## config.mk

```make
export PLATFORM = sky130hd
export DESIGN_NAME = be_data_mem
export DESIGN_NICKNAME = d
export VERILOG_FILES = /design/src/rtl/be_dmem_pkg.sv /design/src/rtl/be_dmem_addr.sv /design/src/rtl/be_dmem_read.sv /design/src/rtl/be_dmem_merge.sv /design/src/rtl/be_data_mem.sv
export SDC_FILE = /design/constraint.sdc
export NUM_CORES = 2
export LEC_CHECK = 0
export ABC_AREA = 1
export BUFFER_PORTS_ARGS = -buffer_cell sky130_fd_sc_hd__buf_2
export CAP_MARGIN = 10
export CORE_MARGIN = 3
export CORE_UTILIZATION = 30
export DETAILED_ROUTE_END_ITERATION = 7
export HOLD_SLACK_MARGIN = 0.1
export MAX_ROUTING_LAYER = met4
export SYNTH_ARGS = -nofsm -noshare
export SYNTH_HDL_FRONTEND = slang
export SYNTH_SLANG_ARGS = --single-unit
export TNS_END_PERCENT = 1
```

## constraint.sdc

```tcl
create_clock -name clk -period 2.45 [get_ports clk]
set_input_delay 0 -clock clk [delete_from_list [all_inputs] [get_ports clk]]
set_output_delay 0 -clock clk [all_outputs]
set_load 0.03 [all_outputs]
```

## src/rtl/be_dmem_pkg.sv

```systemverilog
`timescale 1ns/1ps
package be_dmem_pkg;
   localparam int unsigned LANE_W     = 8;
   localparam int unsigned WORD_LANES = 4;
   localparam int unsigned WORD_W     = LANE_W * WORD_LANES;

   // Big-endian: lane 0 is the most significant byte of the word.
   function automatic logic [4:0] lane_shift(input logic [1:0] lane);
      return {2'd3 - lane, 3'b000};
   endfunction
endpackage

```

## src/rtl/be_dmem_addr.sv

```systemverilog
`timescale 1ns/1ps
module be_dmem_addr #(
   parameter int unsigned ADDR_W = 32,
   parameter int unsigned OFFS_W = 16,
   parameter int unsigned IDX_W  = 6
) (
   input  logic [ADDR_W-1:0] base_addr,
   input  logic [OFFS_W-1:0] offset,
   input  logic              byte_mode,
   output logic [IDX_W-1:0]  word_idx,
   output logic [1:0]        lane,
   output logic              misalign
);
   localparam int unsigned EXT_W = ADDR_W - OFFS_W;

   logic [ADDR_W-1:0]        eff_addr;
   logic [ADDR_W-IDX_W-3:0]  eff_hi_unused;

   assign eff_addr      = base_addr + {{EXT_W{offset[OFFS_W-1]}}, offset};
   assign word_idx      = eff_addr[IDX_W+1:2];
   assign lane          = eff_addr[1:0];
   assign eff_hi_unused = eff_addr[ADDR_W-1:IDX_W+2];
   assign misalign      = ~byte_mode & (|eff_addr[1:0]);
endmodule

```

## src/rtl/be_dmem_read.sv

```systemverilog
`timescale 1ns/1ps
module be_dmem_read
   import be_dmem_pkg::*;
(
   input  logic [WORD_W-1:0] word_in,
   input  logic [1:0]        lane,
   input  logic              byte_mode,
   input  logic              zero_ext,
   output logic [WORD_W-1:0] rd_out
);
   logic [LANE_W-1:0]        sel_byte;
   logic [WORD_W-LANE_W-1:0] fill;

   always_comb begin
      sel_byte = LANE_W'(word_in >> lane_shift(lane));
      fill     = zero_ext ? '0 : {(WORD_W-LANE_W){sel_byte[LANE_W-1]}};
      rd_out   = byte_mode ? {fill, sel_byte} : word_in;
   end
endmodule

```

## src/rtl/be_dmem_merge.sv

```systemverilog
`timescale 1ns/1ps
module be_dmem_merge
   import be_dmem_pkg::*;
(
   input  logic [WORD_W-1:0] old_word,
   input  logic [WORD_W-1:0] wr_data,
   input  logic [1:0]        lane,
   input  logic              byte_mode,
   output logic [WORD_W-1:0] new_word
);
   logic [WORD_W-1:0] keep_mask;
   logic [WORD_W-1:0] ins_data;

   always_comb begin
      if (byte_mode) begin
         keep_mask = ~({{(WORD_W-LANE_W){1'b0}}, {LANE_W{1'b1}}} << lane_shift(lane));
         ins_data  = {{(WORD_W-LANE_W){1'b0}}, wr_data[LANE_W-1:0]} << lane_shift(lane);
      end else begin
         keep_mask = '0;
         ins_data  = wr_data;
      end
      new_word = (old_word & keep_mask) | ins_data;
   end
endmodule

```

## src/rtl/be_data_mem.sv

```systemverilog
`timescale 1ns/1ps
module be_data_mem
   import be_dmem_pkg::*;
#(
   parameter int unsigned ADDR_W      = 32,
   parameter int unsigned OFFS_W      = 16,
   parameter int unsigned DEPTH_WORDS = 64
) (
   input  logic              clk,
   input  logic              rst_n,
   input  logic [ADDR_W-1:0] base_addr,
   input  logic [OFFS_W-1:0] offset,
   input  logic              byte_mode,
   input  logic              zero_ext,
   input  logic              wr_en,
   input  logic [WORD_W-1:0] wr_data,
   output logic [WORD_W-1:0] rd_data,
   output logic              misalign
);
   localparam int unsigned IDX_W = $clog2(DEPTH_WORDS);

   if (DEPTH_WORDS < 2 || (DEPTH_WORDS & (DEPTH_WORDS - 1)) != 0) begin : g_bad_depth
      $error("be_data_mem: DEPTH_WORDS must be a power of two of at least 2");
   end
   if (OFFS_W < 1 || OFFS_W >= ADDR_W) begin : g_bad_offs
      $error("be_data_mem: OFFS_W must be between 1 and ADDR_W-1");
   end
   if (IDX_W + 2 >= ADDR_W) begin : g_bad_span
      $error("be_data_mem: storage span exceeds the address width");
   end

   logic [IDX_W-1:0]  word_idx;
   logic [1:0]        lane;
   logic              wr_fire;
   logic [WORD_W-1:0] cur_word;
   logic [WORD_W-1:0] merged_word;
   logic [WORD_W-1:0] mem_q [DEPTH_WORDS];

   be_dmem_addr #(
      .ADDR_W (ADDR_W),
      .OFFS_W (OFFS_W),
      .IDX_W  (IDX_W)
   ) i_addr (
      .base_addr (base_addr),
      .offset    (offset),
      .byte_mode (byte_mode),
      .word_idx  (word_idx),
      .lane      (lane),
      .misalign  (misalign)
   );

   assign cur_word = mem_q[word_idx];
   assign wr_fire  = wr_en & ~misalign;

   be_dmem_merge i_merge (
      .old_word  (cur_word),
      .wr_data   (wr_data),
      .lane      (lane),
      .byte_mode (byte_mode),
      .new_word  (merged_word)
   );

   for (genvar w = 0; w < DEPTH_WORDS; w++) begin : g_word
      always_ff @(posedge clk or negedge rst_n) begin
         if (!rst_n) begin
            mem_q[w] <= '0;
         end else if (wr_fire && word_idx == IDX_W'(w)) begin
            mem_q[w] <= merged_word;
         end
      end
   end

   be_dmem_read i_read (
      .word_in   (cur_word),
      .lane      (lane),
      .byte_mode (byte_mode),
      .zero_ext  (zero_ext),
      .rd_out    (rd_data)
   );
endmodule

```

==> flow_summary.yaml <==
status:
  status: "finished with violations"
  violations: "negative setup slack"
timing:
  max_freq_ghz: 0.280
  max_slew.worst_pin.slew_ns: 0.854
  setup_ws_ns: -1.12
  min_period_ns: 3.57
  slew_headroom_pct: 43.1
  finClkSkew_ns: 0.112
  fin_crit_sh_pct: 146
  report.final.slew_viol_count: 0
  rsz0062_at_grt: "yes"
  finalSetupViolations: 2075
  finalHoldViolations: 0
yosys:
  synthCells: 14400
  syn-cell-area_um2: 102000
  synth.largest_area_cell: "dfrtp_1"
  syn_nets: 14500
  synth_area_leaders: "dfrtp_1 (50%), nand2_1 (31%), o21ai_0 (3.1%)"
  ys_seq_area_share_pct: 50.3
  synth_area_per_cell_um2: 7.09
  ys_types: 35
  ys_ff_latch: 2048
  ys_warn_count: 0
  netlist.area_leader.share_pct: 50.3
setup_path:
  cpMaxStageDelayCell: "fa_2"
  reg2reg_slack_ns: -0.27
  critical_path_arrival_ns: 3.57
  crit_end: "rd_data[4]"
  required_ns: 2.45
  path_cells: "buf_6, ha_4, fa_2, inv_2, nand2_4, nand2_8, clkbuf_16, clkinv_16, buf_12, buf_12, nand2_1, a21oi_1, or2_2, nand2_1, nand3_1, nand2_2, nand2_1, o21ai_2, buf_4, nand3_1, nand2_1, nand2_4, buf_6"
  cpMostUsedCell: "nand2_1"
  cp-startpoint: "offset[0]"
  cpPeakStageDelay_ns: 0.40
  r2r_start: "mem_q[239]$_DFFE_PN0P_"
  critPathLaunchType: "input port"
  path_class: "input port to output pin"
  reg2reg_to: "mem_q[2031]$_DFFE_PN0P_"
  ff2ff_path_depth: 20
  path_max_fanout: 18
  end_kind: "output pin"
clock_tree:
  cts.sinks: 2048
  clock_latency_ns: 0.94
  htreeDepth: 4
  cts-root-buf: "clkbuf_16"
  numCtsBuffers: 222
  path_clk_slew_ns: 0.06
  cts_max_path_buffers: 4
  cts_tree: "yes"
placed_design:
  gp_congestion: 0.993
  dp_hpwl_mm: 290
  dp_slack_ns: -1.52
  port_buffers: 85
detailed_routing:
  wl_per_cell_um: 22.5
  viasPerCell: 5.09
  drt_iter0_markers: 12000
  detail-route-antenna-nets: 0
  vias: 100000
  wl_mm: 442
  drc: 0
  first_pass_iters: 8
floorplan:
  die_area_um2: 347000
  num_rows: 213
  die_w_um: 589
  core_um2: 337000
  initial_core_util_pct: 30.2
  dieHeight_um: 589
  ios: 118
finish:
  multi_input_area_um2: 46300
  nFillCells: 34800
  regArea_um2: 51200
  final_cell_mix: "nand2_1 (8,108), dfrtp_1 (2,048), buf_4 (800)"
  final_util_pct: 38.4
  final_common_cell: "nand2_1"
  regMostFlops: "mem_q"
  syn_to_final_growth_pct: 27.1
  top_regs: "mem_q x2048"
  largest_reg_flops: 2048
  nets: 15100
  final_layout_size_suffix_gt1_share_pct: 15.5
global_route:
  grt_usage_pct: 25.2
  gr-total-overflow: 0
  grt_pass1_vias: 93200
  grt_max_degree: 119
  grt_first_pass_wirelength_mm: 641
  antenna_found_initial: 10
pwr:
  leakagePower_nw: 68.2
  ir_worst_vdd_mv: 0.639
  cellPowerDensity_nw_per_um2: 945
worst_hold_path:
  hold_path.class: "input port to flop"
run:
  drv_cap: 0
## stage by stage
stage	hold slack [ns]	cell area (um2)	instances	TNS, ns	total power, mW
2_1_floorplan	-0.296	103000	14400	-2.25	67.7
3_3_place_gp	-0.0419	118000	19100	-2460.49	83.3
3_5_place_dp	-0.0394	118000	19100	-2512.39	83.9
4_1_cts	0.106	127000	19600	-274.70	121
5_1_grt	0.227	130000	19700	-762.08	128
6_report	0.167	130000	19700	-637.14	122
## layer usage
metal | vias up | routed length [um] | global-route usage, %
met5 | - | 0 | -
met4 | 0 | 25200 | 12.2
met3 | 995 | 46700 | 5.51
met2 | 5050 | 188000 | 36.2
met1 | 48300 | 182000 | 33.6
li1 | 45600 | - | -
## critical path, delay by kind of cell
family / cells / cell delay (ns)
AND/OR/NAND/NOR: 11 / 1.44
buffers and inverters: 8 / 1.26
adder cells (fa/ha/maj): 2 / 0.56
AO/OA/AOI/OAI: 2 / 0.28
## logic make-up (layout without fill, tap and decap cells)
group,after synthesis,in the layout,share of synthesized area (%)
other cells,0,8,0
simple gates,9585,9585,36.5
buf+inv,1520,2285,6.79
xor+xnor,2,2,0.0172
compound gates,1211,1211,6.30
fa+ha+maj,8,8,0.106
flops,2048,2048,50.3
## worst min-delay path by stage
stage          startpoint  cells past startpoint                      end  slack [ns]
6_report            wr_en                     11  mem_q[1641]$_DFFE_PN0P_        0.17
2_1_floorplan       rst_n                      0     mem_q[0]$_DFFE_PN0P_       -0.30
3_3_place_gp        rst_n                      1  mem_q[1002]$_DFFE_PN0P_       -0.04
3_5_place_dp        rst_n                      1   mem_q[782]$_DFFE_PN0P_       -0.04
4_1_cts             wr_en                     11  mem_q[1641]$_DFFE_PN0P_        0.11
5_1_grt         byte_mode                      8   mem_q[726]$_DFFE_PN0P_        0.23
## power by group
part	switching, mW	total (mW)	internal (mW)
combinational	24.8	39.5	14.8
sequential	4.53	47.8	43.3
clock	14.9	35.1	20.2
## cell usage after synthesis
library cell / instances
a21o_1: 1
a21oi_1: 190
a22oi_1: 14
a31oi_1: 236
buf_1: 43
buf_2: 444
buf_4: 95
buf_6: 40
clkbuf_1: 434
clkinv_1: 1
dfrtp_1: 2048
fa_1: 1
ha_1: 7
inv_1: 397
inv_2: 65
inv_4: 1
nand2_1: 8388
nand2_2: 19
nand2_4: 1
nand3_1: 630
nand3_2: 8
nand3b_1: 1
nand4_1: 53
nor2_1: 403
nor2_2: 5
nor2_4: 5
o21ai_0: 638
o21ai_1: 124
o21ai_2: 6
o21bai_1: 2
or2_0: 4
or2_1: 11
or2_2: 57
xnor2_1: 1
xor2_1: 1
## timing repair
item,in CTS,in global routing
hold endpoints to repair,4014,0
cloned,22,24
hold buffers,41,0
pin swaps,17,76
endpoints found under the setup margin,2053,2080
buffers inserted,35,48
resized for setup,309,362
## area by class of cell
type                    instances  share of cell area [%]
inverters                     464                    1.39
diodes                          8                  0.0155
well taps                    4515                    4.36
clock inverters                68                   0.689
flip-flops and latches       2048                    39.6
repair inverters                4                  0.0618
multi-input cells           10800                    35.7
clock buffers                 325                    5.00
repair buffers               1424                    13.2
Power figures use the tool's default switching activity.
